## src/rtl/rsc_enc_pkg.sv

```systemverilog
package rsc_enc_pkg;

    // Constraint length and derived register width
    localparam int ENC_K   = 5;
    localparam int STATE_W = ENC_K - 1;

    typedef logic [ENC_K-1:0]   poly_t;
    typedef logic [STATE_W-1:0] state_t;

    // Generators, MSB is the D^0 coefficient
    localparam poly_t FB_POLY_DEF = 5'o35;
    localparam poly_t FF_POLY_DEF = 5'o23;

    localparam int FRAME_LEN_DEF = 256;

    typedef enum logic [1:0] {
        PH_IDLE,
        PH_INFO,
        PH_TAIL
    } phase_e;

    typedef struct packed {
        logic valid;
        logic sys;
        logic par;
        logic last;
    } enc_out_t;

    // Map a generator onto the state bits: state bit i holds D^(i+1)
    function automatic state_t tap_mask(poly_t poly);
        state_t m;
        for (int i = 0; i < STATE_W; i++) begin
            m[i] = poly[ENC_K-2-i];
        end
        return m;
    endfunction

endpackage

```

## src/rtl/rsc_slot_ctrl.sv

```systemverilog
module rsc_slot_ctrl
    import rsc_enc_pkg::*;
#(
    parameter int FRAME_LEN = FRAME_LEN_DEF,
    parameter int TAIL_LEN  = ENC_K
) (
    input  logic clk,
    input  logic rst,
    input  logic frame_start,
    input  logic bit_valid,
    output logic fire,
    output logic in_tail,
    output logic last_slot
);

    localparam int SW       = $clog2(FRAME_LEN);
    localparam int INFO_LEN = FRAME_LEN - TAIL_LEN;
    localparam logic [SW-1:0] LAST_IDX = SW'(FRAME_LEN - 1);
    localparam logic [SW-1:0] INFO_END = SW'(INFO_LEN - 1);

    phase_e        phase;
    logic [SW-1:0] slot;

    always_comb begin
        in_tail   = (phase == PH_TAIL);
        last_slot = (slot == LAST_IDX);
        fire      = !frame_start &&
                    ((phase == PH_TAIL) || ((phase == PH_INFO) && bit_valid));
    end

    always_ff @(posedge clk) begin
        if (rst) begin
            phase <= PH_IDLE;
            slot  <= '0;
        end else if (frame_start) begin
            phase <= PH_INFO;
            slot  <= '0;
        end else if (fire) begin
            if (last_slot) begin
                phase <= PH_IDLE;
                slot  <= '0;
            end else begin
                slot <= slot + 1'b1;
                if ((TAIL_LEN > 0) && (slot == INFO_END)) begin
                    phase <= PH_TAIL;
                end
            end
        end
    end

endmodule

```

## src/rtl/rsc_trellis.sv

```systemverilog
module rsc_trellis
    import rsc_enc_pkg::*;
#(
    parameter poly_t FB_POLY = FB_POLY_DEF,
    parameter poly_t FF_POLY = FF_POLY_DEF
) (
    input  logic   clk,
    input  logic   rst,
    input  logic   clear,
    input  logic   fire,
    input  logic   in_tail,
    input  logic   bit_in,
    output state_t state,
    output logic   sys_bit,
    output logic   par_bit
);

    localparam state_t FB_MASK = tap_mask(FB_POLY);
    localparam state_t FF_MASK = tap_mask(FF_POLY);
    localparam logic   FF_D0   = FF_POLY[ENC_K-1];

    logic fb_sum;
    logic rec_bit;

    always_comb begin
        fb_sum  = ^(state & FB_MASK);
        // Tail slot: input mirrors feedback so the register fills with zeros
        sys_bit = in_tail ? fb_sum : bit_in;
        rec_bit = sys_bit ^ fb_sum;
        par_bit = (FF_D0 & rec_bit) ^ (^(state & FF_MASK));
    end

    always_ff @(posedge clk) begin
        if (rst || clear) begin
            state <= '0;
        end else if (fire) begin
            state <= {state[STATE_W-2:0], rec_bit};
        end
    end

endmodule

```

## src/rtl/rsc_out_stage.sv

```systemverilog
module rsc_out_stage
    import rsc_enc_pkg::*;
(
    input  logic     clk,
    input  logic     rst,
    input  logic     fire,
    input  logic     sys_bit,
    input  logic     par_bit,
    input  logic     last_slot,
    output enc_out_t q
);

    always_ff @(posedge clk) begin
        if (rst) begin
            q <= '0;
        end else begin
            q.valid <= fire;
            q.sys   <= fire & sys_bit;
            q.par   <= fire & par_bit;
            q.last  <= fire & last_slot;
        end
    end

endmodule

```

## src/rtl/rsc_term_encoder.sv

```systemverilog
module rsc_term_encoder
    import rsc_enc_pkg::*;
#(
    parameter int    FRAME_LEN = FRAME_LEN_DEF,
    parameter bit    TERMINATE = 1'b1,
    parameter poly_t FB_POLY   = FB_POLY_DEF,
    parameter poly_t FF_POLY   = FF_POLY_DEF
) (
    input  logic               clk,
    input  logic               rst,
    input  logic               frame_start,
    input  logic               bit_valid,
    input  logic               bit_in,
    output logic               out_valid,
    output logic               sys_out,
    output logic               par_out,
    output logic               frame_done,
    output logic [STATE_W-1:0] state_out
);

    localparam int TAIL_LEN = TERMINATE ? ENC_K : 0;

    logic     fire;
    logic     in_tail;
    logic     last_slot;
    logic     sys_bit;
    logic     par_bit;
    state_t   state;
    enc_out_t oreg;

    rsc_slot_ctrl #(
        .FRAME_LEN (FRAME_LEN),
        .TAIL_LEN  (TAIL_LEN)
    ) u_ctrl (
        .clk         (clk),
        .rst         (rst),
        .frame_start (frame_start),
        .bit_valid   (bit_valid),
        .fire        (fire),
        .in_tail     (in_tail),
        .last_slot   (last_slot)
    );

    rsc_trellis #(
        .FB_POLY (FB_POLY),
        .FF_POLY (FF_POLY)
    ) u_trellis (
        .clk     (clk),
        .rst     (rst),
        .clear   (frame_start),
        .fire    (fire),
        .in_tail (in_tail),
        .bit_in  (bit_in),
        .state   (state),
        .sys_bit (sys_bit),
        .par_bit (par_bit)
    );

    rsc_out_stage u_out (
        .clk       (clk),
        .rst       (rst),
        .fire      (fire),
        .sys_bit   (sys_bit),
        .par_bit   (par_bit),
        .last_slot (last_slot),
        .q         (oreg)
    );

    assign out_valid  = oreg.valid;
    assign sys_out    = oreg.sys;
    assign par_out    = oreg.par;
    assign frame_done = oreg.last;
    assign state_out  = state;

endmodule

```

## config.mk

```make
export PLATFORM = sky130hd
export DESIGN_NAME = rsc_term_encoder
export DESIGN_NICKNAME = d
export VERILOG_FILES = /design/src/rtl/rsc_enc_pkg.sv /design/src/rtl/rsc_slot_ctrl.sv /design/src/rtl/rsc_trellis.sv /design/src/rtl/rsc_out_stage.sv /design/src/rtl/rsc_term_encoder.sv
export SDC_FILE = /design/constraint.sdc
export NUM_CORES = 1
export LEC_CHECK = 0
export ABC_CLOCK_PERIOD_IN_PS = 3000
export BUFFER_PORTS_ARGS = -buffer_cell sky130_fd_sc_hd__buf_2
export CAP_MARGIN = 40
export CORE_MARGIN = 2
export CORE_UTILIZATION = 45
export DETAILED_ROUTE_END_ITERATION = 6
export PLACE_DENSITY = 0.65
export SLEW_MARGIN = 20
export SYNTH_ARGS = -nofsm -noshare
export SYNTH_HDL_FRONTEND = slang
export SYNTH_SLANG_ARGS = --single-unit
```

## constraint.sdc

```tcl
create_clock -name clk -period 3 [get_ports clk]
set_input_delay 0.3 -clock clk [delete_from_list [all_inputs] [get_ports clk]]
set_output_delay 0.3 -clock clk [all_outputs]
set_load 0.02 [all_outputs]
```

=== Word-level counts from Yosys, hierarchy flattened ===
Index checks and enable logic that the tools add are counted.

* Add/subtract/negate cells: 1
* $mul: 0
* Divide/modulo/power cells: 0
* Order comparisons: 0
* Eq/ne operators: 4
* Shift-type cells: 0
* Mux-type cells: 6
* Bitwise gates (word level): 5
* Reduce and logical (&&, ||, !) cells: 13

{| class="wikitable"
|+ Operators with widths
! cell !! number
|-
| == test 8 bit, second input constant || 2
|-
| adder 8 x 1 -> 8 bit, second input constant || 1
|-
| two-way mux 8 bit || 1
|-
| XOR reduction 4 bit || 2
|-
| two-way mux 2 bit || 2
|-
| AND reduction 2 bit || 2
|-
| nonzero test 2 bit || 2
|-
| AND 1 bit || 3
|-
| two-way mux 1 bit || 3
|-
| nonzero test 3 bit || 1
|-
| == test 2 x 1 -> 1 bit, second input constant || 1
|-
| == test 2 bit, second input constant || 1
|-
| logical AND 1 bit || 2
|-
| logical OR 1 bit || 2
|-
| OR reduction 2 bit || 1
|-
| XOR 1 bit || 2
|-
| zero test 1 bit || 1
|}

* Flip-flop bits (word level): 18
* Latch bits: 0
* Memory bits (writable): 0
* ROM bits: 0
* Output and inout port bits: 8
* Memories kept: 0

=== Logic depth before layout (Yosys ltp) ===
Gate-level depths: netlist of run 1.

* Word-level depth: 6
* Depth in mapped cells: 6
* Gate-level depth less buffers: 6

=== Modules after synthesis ===
Synthesis of run 1 repeated with hierarchy kept, for this count alone.

* Cells, all modules: 89
* Area total of the unflattened synthesis: 929.6 um2

{| class="wikitable"
|+ Modules (own cells, without submodules)
! module !! instances !! cells an instance !! area each (um2) !! sequential area each (um2)
|-
| rsc_slot_ctrl || 1 || 58 || 548.0 || 200.2
|-
| rsc_trellis || 1 || 23 || 262.8 || 80.1
|-
| rsc_out_stage || 1 || 8 || 118.9 || 80.1
|}

=== Worst setup path after synthesis of run 1 ===
OpenSTA, ideal clock, no wires.

* Kind: reg2reg
* Start point: reg u_trellis.state[0]
* End point: reg u_out.q[1] in the netlist's numbering
* Library setup time: 115 ps
* Arrival: 1285 ps
* Slack: 1600 ps
* Cell stages (with the launch flop): 5
* Period minus slack after synthesis: 1400 ps
* Path through: dfxtp_1 xor3_1 mux2i_1 xor2_1 nor2_1

* Word-level cells in the longest chain between the ends: 5

{| class="wikitable"
|+ RTL lines
! what !! line !! source
|-
| from (decl) || rsc_trellis.sv:13 || <nowiki>output state_t state,</nowiki>
|-
| from (signal assigned) || rsc_trellis.sv:37 || <nowiki>state <= {state[STATE_W-2:0], rec_bit};</nowiki>
|-
| XOR reduction 4 bit * || rsc_trellis.sv:26 || <nowiki>fb_sum = ^(state & FB_MASK);</nowiki>
|-
| two-way mux 1 bit || rsc_trellis.sv:28 || <nowiki>sys_bit = in_tail ? fb_sum : bit_in;</nowiki>
|-
| XOR 1 bit * || rsc_trellis.sv:29 || <nowiki>rec_bit = sys_bit ^ fb_sum;</nowiki>
|-
| XOR 1 bit * || rsc_trellis.sv:30 || <nowiki>par_bit = (FF_D0 & rec_bit) ^ (^(state & FF_MASK));</nowiki>
|-
| AND 1 bit * || rsc_out_stage.sv:19 || <nowiki>q.par <= fire & par_bit;</nowiki>
|-
| to (decl) || rsc_out_stage.sv:10 || <nowiki>output enc_out_t q</nowiki>
|}

Every way passes the cells marked *; elsewhere a longest branch is shown, timed or not.
A chain may end at the register's enable or synchronous reset.

=== Worst setup path after layout of run 1 ===
* Start point: reg u_ctrl.slot[0]
* End point: reg u_ctrl.slot[0]

* Word-level cells in the longest chain between the ends: 2
* Elaborated cells between the ends (all ways): 3
* Classes of those cells: 1 x add/sub; 1 x eq/ne; 1 x mux

{| class="wikitable"
|+ RTL lines
! what !! line !! source
|-
| from (decl) || rsc_slot_ctrl.sv:22 || <nowiki>logic [SW-1:0] slot;</nowiki>
|-
| from (signal assigned) || rsc_slot_ctrl.sv:43 || <nowiki>slot <= slot + 1'b1;</nowiki>
|-
| adder 8 x 1 -> 8 bit or == test 8 bit (tied branches) || rsc_slot_ctrl.sv:43, rsc_slot_ctrl.sv:26 ||
|-
| two-way mux 8 bit * || rsc_slot_ctrl.sv:39 || <nowiki>if (last_slot) begin</nowiki>
|}

Marks and branches as above.

==> results_dict.tcl, run 1 <==
set metrics [dict create \
    yosys_warnings 0 \
    fillerInstances 195 \
    slowest_stage "dfxtp_1" \
    fmax_mhz 640 \
    drive_gt1_frac 0.262 \
    reg2regPathDepth 5 \
    synth-seq-cells 18 \
    grt_max_degree 13 \
    timing.slew.headroom 0.788 \
    cts_made_buffers 3 \
    reg2reg_to "u_ctrl.slot[0]" \
    yosysSeqAreaShare 0.372 \
    diodes 0 \
    grt_usage 0.155 \
    vdd_ir_drop_max_uv 223 \
    critical_path.startpoint_type "flop" \
    ios 13 \
    drtPass1Iterations 4 \
    fin_crit_sh 0.521 \
    core-area_mm2 0.00200 \
    finClkSkew_ns 0.00153 \
    ctsHoldBuffers 0 \
    crit_type "flop to flop" \
    post_cts_buffers 0 \
    synth_fp_nets 103 \
    antenna_left 0 \
    hold_end "u_ctrl.phase[0]" \
    clk_pin_slew_worst_paths_ns 0.10 \
    power_frac_clock 0.349 \
    critPathLaunch "u_ctrl.slot[0]" \
    routed_via_density 5.19 \
    netlist_instances 96 \
    rows 16 \
    drv_slew 0 \
    nNetsFinal 115 \
    ys_types 31 \
    min_path_type "input port to flop" \
    critPathArrivalTime_ns 1.74 \
    io_buffers 12 \
    clock_path_buffers 2 \
    outcome "complete, no violations" \
    internal_power_mw 0.326 \
    pwr-share-seq 0.579 \
    initial_utilization 0.484 \
    p_sw_mw 0.0964 \
    drv_cap 0 \
    synth_top_area_share 0.372 \
    drt_iter0_markers 7 \
    hold_violations 0 \
    drt-wirelength-per-cell_um 12.4 \
    htree_levels 1 \
    cp.required_ns 3.18 \
    dp_hpwl_mm 1.29 \
    synth_area_um2 968 \
    synth_ff_type "dfxtp_1" \
    cts_root_buf "clkbuf_4" \
    tightest_slew_ns 0.316 \
    hold_depth 2 \
    powerDensity_mw_per_mm2 400 \
    crit-reg2reg-launch "u_ctrl.slot[0]" \
    fp.dieW_um 50.4 \
    synth_async_sr_flop_share 0 \
    p_sw_frac 0.228 \
    drc_errors 0 \
    syn_area_per_cell_um2 10.1 \
    place.gp.congestion 0.738 \
    final_cell_mix "dfxtp_1, nor2_1, buf_2" \
    finalSetupViolCount 0 \
    yosysTopAreaCell "dfxtp_1" \
    dieArea_mm2 0.00254 \
    grt_pass1_vias 673 \
    p_leak_nw 0.386 \
    cts-resized-gates 0 \
    cp_cell_sequence "ha_1, nand3_1, or2_1, o21ai_2, nor2_1" \
    areaGrowthSynthToFinish_pct 8.91 \
    synth_edf_count 0 \
    cpPeakStageDelay_ns 0.46 \
    clock_latency_ns 0.29 \
    cts_tree "built" \
    period_needed_ns 1.56 \
    worstHoldStart "rst" \
    clock_sinks 18 \
    total_power_mw 0.422 \
    rsz0062_at_grt "false" \
    combPwrFrac 0.072 \
    die_y_um 50.4 \
    final_common_cell "dfxtp_1" \
    fin_tns_setup_ns 0 \
    antenna_found_initial 0 \
    r2r_setup_slack_ns 1.44 \
    wl_mm 1.66 \
    crit_path_max_fanout 5 \
    grt_overflow 0 \
    end_kind "flop" \
    synthTopCellsByArea "dfxtp_1, xnor2_1, a2111oi_4" \
    grt_first_pass_wirelength_mm 2.96 \
    vias 695 \
]
[through the flow]
stage	hold slack, ns	util	setup WS (ns)	area [um2]	cells
after floorplan	0.378	-	1.60	968	96
after global placement	0.463	0.509	1.51	1020	130
after detailed placement	0.472	0.509	1.44	1020	130
after CTS	0.184	0.527	1.43	1050	134
after global routing	0.185	0.527	1.33	1050	134
final	0.198	0.527	1.44	1050	134
[synth_stat cells, types with 2 or more instances]
cell type / number
nand2_1: 10
buf_6: 3
nand3_1: 3
ha_1: 2
buf_2: 2
mux2i_1: 2
dfxtp_1: 18
nor2_1: 14
a211oi_2: 3
xnor2_1: 8
a2111oi_4: 2
nor3_1: 2
inv_1: 3
a21oi_1: 5
nand3b_1: 2
or2_1: 2
[power by group through the flow]
stage          registers (mW)  clock network, mW  logic (mW)
6_report                0.244              0.147      0.0305
5_1_grt                 0.245              0.172      0.0332
4_1_cts                 0.244              0.155      0.0308
3_5_place_dp            0.250                  0      0.0306
3_3_place_gp            0.250                  0      0.0301
2_1_floorplan           0.251                  0      0.0244
[kinds of logic (layout without fill, tap and decap cells)]
group,after synthesis,count (layout),share of synthesized area
mux,2,2,0.0207
simple gates,41,41,0.245
buf+inv,8,19,0.0568
compound gates,15,15,0.173
flops,18,18,0.372
fa+ha+maj,2,2,0.0258
xor+xnor,10,10,0.106
[registers in the layout, indices dropped and copies added (netlist names)]
name / cells
u_ctrl.slot: 8
u_out.q: 4
u_trellis.state: 4
u_ctrl.phase: 2
[metal layers]
metal	wire, um	vias to the layer above	track usage
met5	0	-	0
li1	-	349	-
met2	810	16	0.265
met3	83	2	0.0476
met1	756	328	0.188
met4	8	0	0.0405
[how the worst max path moves through the flow]
stage	to	slack (ns)	depth (start not counted)
6_report	u_ctrl.slot[0]	1.44	5
5_1_grt	u_ctrl.slot[0]	1.33	5
4_1_cts	u_ctrl.slot[0]	1.43	5
3_5_place_dp	u_ctrl.slot[0]	1.44	5
3_3_place_gp	u_ctrl.slot[7]	1.51	5
2_1_floorplan	u_out.q[1]	1.60	4
[critical path, delay by kind of cell, from the launching register on]
kind            cells  cell delay [ns]
compound gates      1             0.26
flops               1             0.46
simple gates        3             0.54
fa+ha+maj           1             0.20
[final cells by class]
type	instances	area, um2	area share
multi-input combinational	70	553	0.524
sequential	18	360	0.342
timing repair buffer	12	60.1	0.0569
clock buffer	4	36.3	0.0344
tap	27	33.8	0.0320
inverter	3	11.3	0.0107
(Power assumes the default switching activity.)
==> run 2: changes to the inputs <==
--- a/config.mk
+++ b/config.mk
@@ -5,13 +5,13 @@
 export SDC_FILE = /design/constraint.sdc
 export NUM_CORES = 1
 export LEC_CHECK = 0
-export ABC_CLOCK_PERIOD_IN_PS = 3000
+export ABC_CLOCK_PERIOD_IN_PS = 1310
 export BUFFER_PORTS_ARGS = -buffer_cell sky130_fd_sc_hd__buf_2
 export CAP_MARGIN = 40
 export CORE_MARGIN = 2
 export CORE_UTILIZATION = 45
 export DETAILED_ROUTE_END_ITERATION = 6
-export PLACE_DENSITY = 0.65
+export PLACE_DENSITY = 0.67
 export SLEW_MARGIN = 20
 export SYNTH_ARGS = -nofsm -noshare
 export SYNTH_HDL_FRONTEND = slang
==> constraint.sdc (replaced) <==
create_clock -name clk -period 1.31 [get_ports clk]
set_input_delay 0.131 -clock clk [delete_from_list [all_inputs] [get_ports clk]]
set_output_delay 0.131 -clock clk [all_outputs]
set_load 0.02 [all_outputs]
==> results_dict.tcl, run 2 (synthesized netlist as in run 1, its figures left out) <==
set metrics [dict create \
    finClkSkew_ns 0.000304 \
    p_leak_nw 0.487 \
    critPathArrivalTime_ns 1.50 \
    hold_violations 0 \
    end_kind "flop" \
    drt-wirelength-per-cell_um 13.5 \
    clock_sinks 18 \
    grt_first_pass_wirelength_mm 3.41 \
    outcome "finished with violations" \
    drt_iter0_markers 10 \
    rows 16 \
    largest-register "u_ctrl.slot" \
    cts_made_buffers 3 \
    antenna_left 0 \
    reg2reg_to "u_ctrl.slot[7]" \
    drive_gt1_frac 0.496 \
    crit_type "flop to flop" \
    drv_cap 0 \
    dieArea_mm2 0.00254 \
    largestRegisters "u_ctrl.slot (8), u_out.q (4), u_trellis.state (4)" \
    placed_cells 147 \
    routed_via_density 5.16 \
    crit_path_max_fanout 5 \
    ios 13 \
    vias 785 \
    place.gp.congestion 0.787 \
    final_common_cell "buf_4" \
    diodes 0 \
    worstHoldStart "rst" \
    initial_utilization 0.484 \
    grt_overflow 0 \
    min_path_type "input port to flop" \
    fin_tns_setup_ns -0.00410 \
    rsz0062_at_grt "true" \
    fp.dieW_um 50.4 \
    clock_latency_ns 0.29 \
    r2r_setup_slack_ns -0.004 \
    reg2regPathDepth 4 \
    hold_end "u_ctrl.phase[0]" \
    period_needed_ns 1.31 \
    grt_usage 0.180 \
    drc_errors 0 \
    io_buffers 12 \
    areaGrowthSynthToFinish_pct 30.0 \
    cts_root_buf "clkbuf_4" \
    core-area_mm2 0.00200 \
    fin_ws_ns -0.00410 \
    dp_hpwl_mm 1.52 \
    vdd_ir_drop_max_uv 672 \
    fin_crit_sh 1.00 \
    ctsHoldBuffers 0 \
    finalSetupViolCount 1 \
    nNetsFinal 133 \
    violations "setup timing" \
    critical_path.startpoint_type "flop" \
    final_cell_mix "buf_4, nor2_1, buf_2" \
    grt_max_degree 11 \
    grt_pass1_vias 742 \
    htree_levels 1 \
    clk_pin_slew_worst_paths_ns 0.10 \
    tightest_slew_ns 0.395 \
    hold_depth 2 \
    layoutNonFillerInstCount 152 \
    cp.required_ns 1.50 \
    timing.slew.headroom 0.736 \
    drtPass1Iterations 4 \
    crit-reg2reg-launch "u_ctrl.phase[1]" \
    drv_slew 0 \
    powerDensity_mw_per_mm2 795 \
    fmax_mhz 761 \
    wl_mm 2.05 \
    largest_reg_flops 8 \
    cts_tree "built" \
    antenna_found_initial 0 \
    clock_path_buffers 2 \
    die_y_um 50.4 \
]
run 2: cell count changes in the layout (fill, tap and decap cells not counted), sizes merged:
cell	before	now
buf	12	30
run 2: how the worst max path moves through the flow:
| stage | slack [ns] | to | startpoint |
|---|---|---|---|
| after floorplan | 0.005 | u_ctrl.slot[0] | u_ctrl.slot[0] |
| after global placement | -0.05 | u_ctrl.slot[7] | u_ctrl.phase[1] |
| after detailed placement | -0.05 | u_ctrl.slot[7] | u_ctrl.phase[1] |
| after CTS | -0.008 | u_ctrl.phase[1] | u_ctrl.slot[0] |
| after global routing | -0.1 | u_ctrl.phase[1] | u_ctrl.slot[0] |
| final | -0.004 | u_ctrl.slot[7] | u_ctrl.phase[1] |
run 2: per-layer routing:
metal  GRT usage  vias up  part of all wire
met2       0.296       16              0.50
li1            -      391                 -
met3      0.0446        4             0.038
met1       0.231      374              0.45
met5           0        -                 0
met4      0.0541        0             0.011
run 2: power by group:
group | switching (mW) | total (mW) | internal, mW
clock | 0.178 | 0.348 | 0.169
combinational | 0.0555 | 0.0960 | 0.0405
sequential | 0.00516 | 0.557 | 0.552
total | 0.239 | 1.00 | 0.762
run 2: cell type report:
cell class / instances / area (um2)
well taps: 27 / 33.8
clock buffers: 4 / 36.3
multi-input cells: 70 / 589
inverters: 3 / 11.3
flip-flops and latches: 18 / 373
fillers: 164 / 743
repair buffers: 30 / 215
run 2: metrics by stage:
stage           util  hold WS, ns  total power [mW]  area (um2)  setup WS, ns
2_1_floorplan      -        0.209             0.630         978       0.00501
3_3_place_gp   0.584        0.329             0.654        1170       -0.0461
3_5_place_dp   0.584        0.336             0.656        1170       -0.0546
4_1_cts        0.609      0.00259              1.00        1220      -0.00793
5_1_grt        0.629     -0.00301              1.04        1260       -0.0988
6_report       0.629       0.0125              1.00        1260      -0.00410
run 2: critical path, stage by stage, from the launching register on:
cell and delay (ns):
dfxtp_2 0.36, nand3b_4 0.20, and2_4 0.22, o41ai_2 0.33
a21oi_1 0.10
run 2: repair_timing:
| action | in CTS | in global routing |
|---|---|---|
| gates resized for setup | 5 | 11 |
| gates cloned | 0 | 0 |
| setup buffers | 1 | 0 |
| setup endpoints to repair | 5 | 13 |
| pin swaps | 3 | 7 |
| hold endpoints to repair | 0 | 1 |
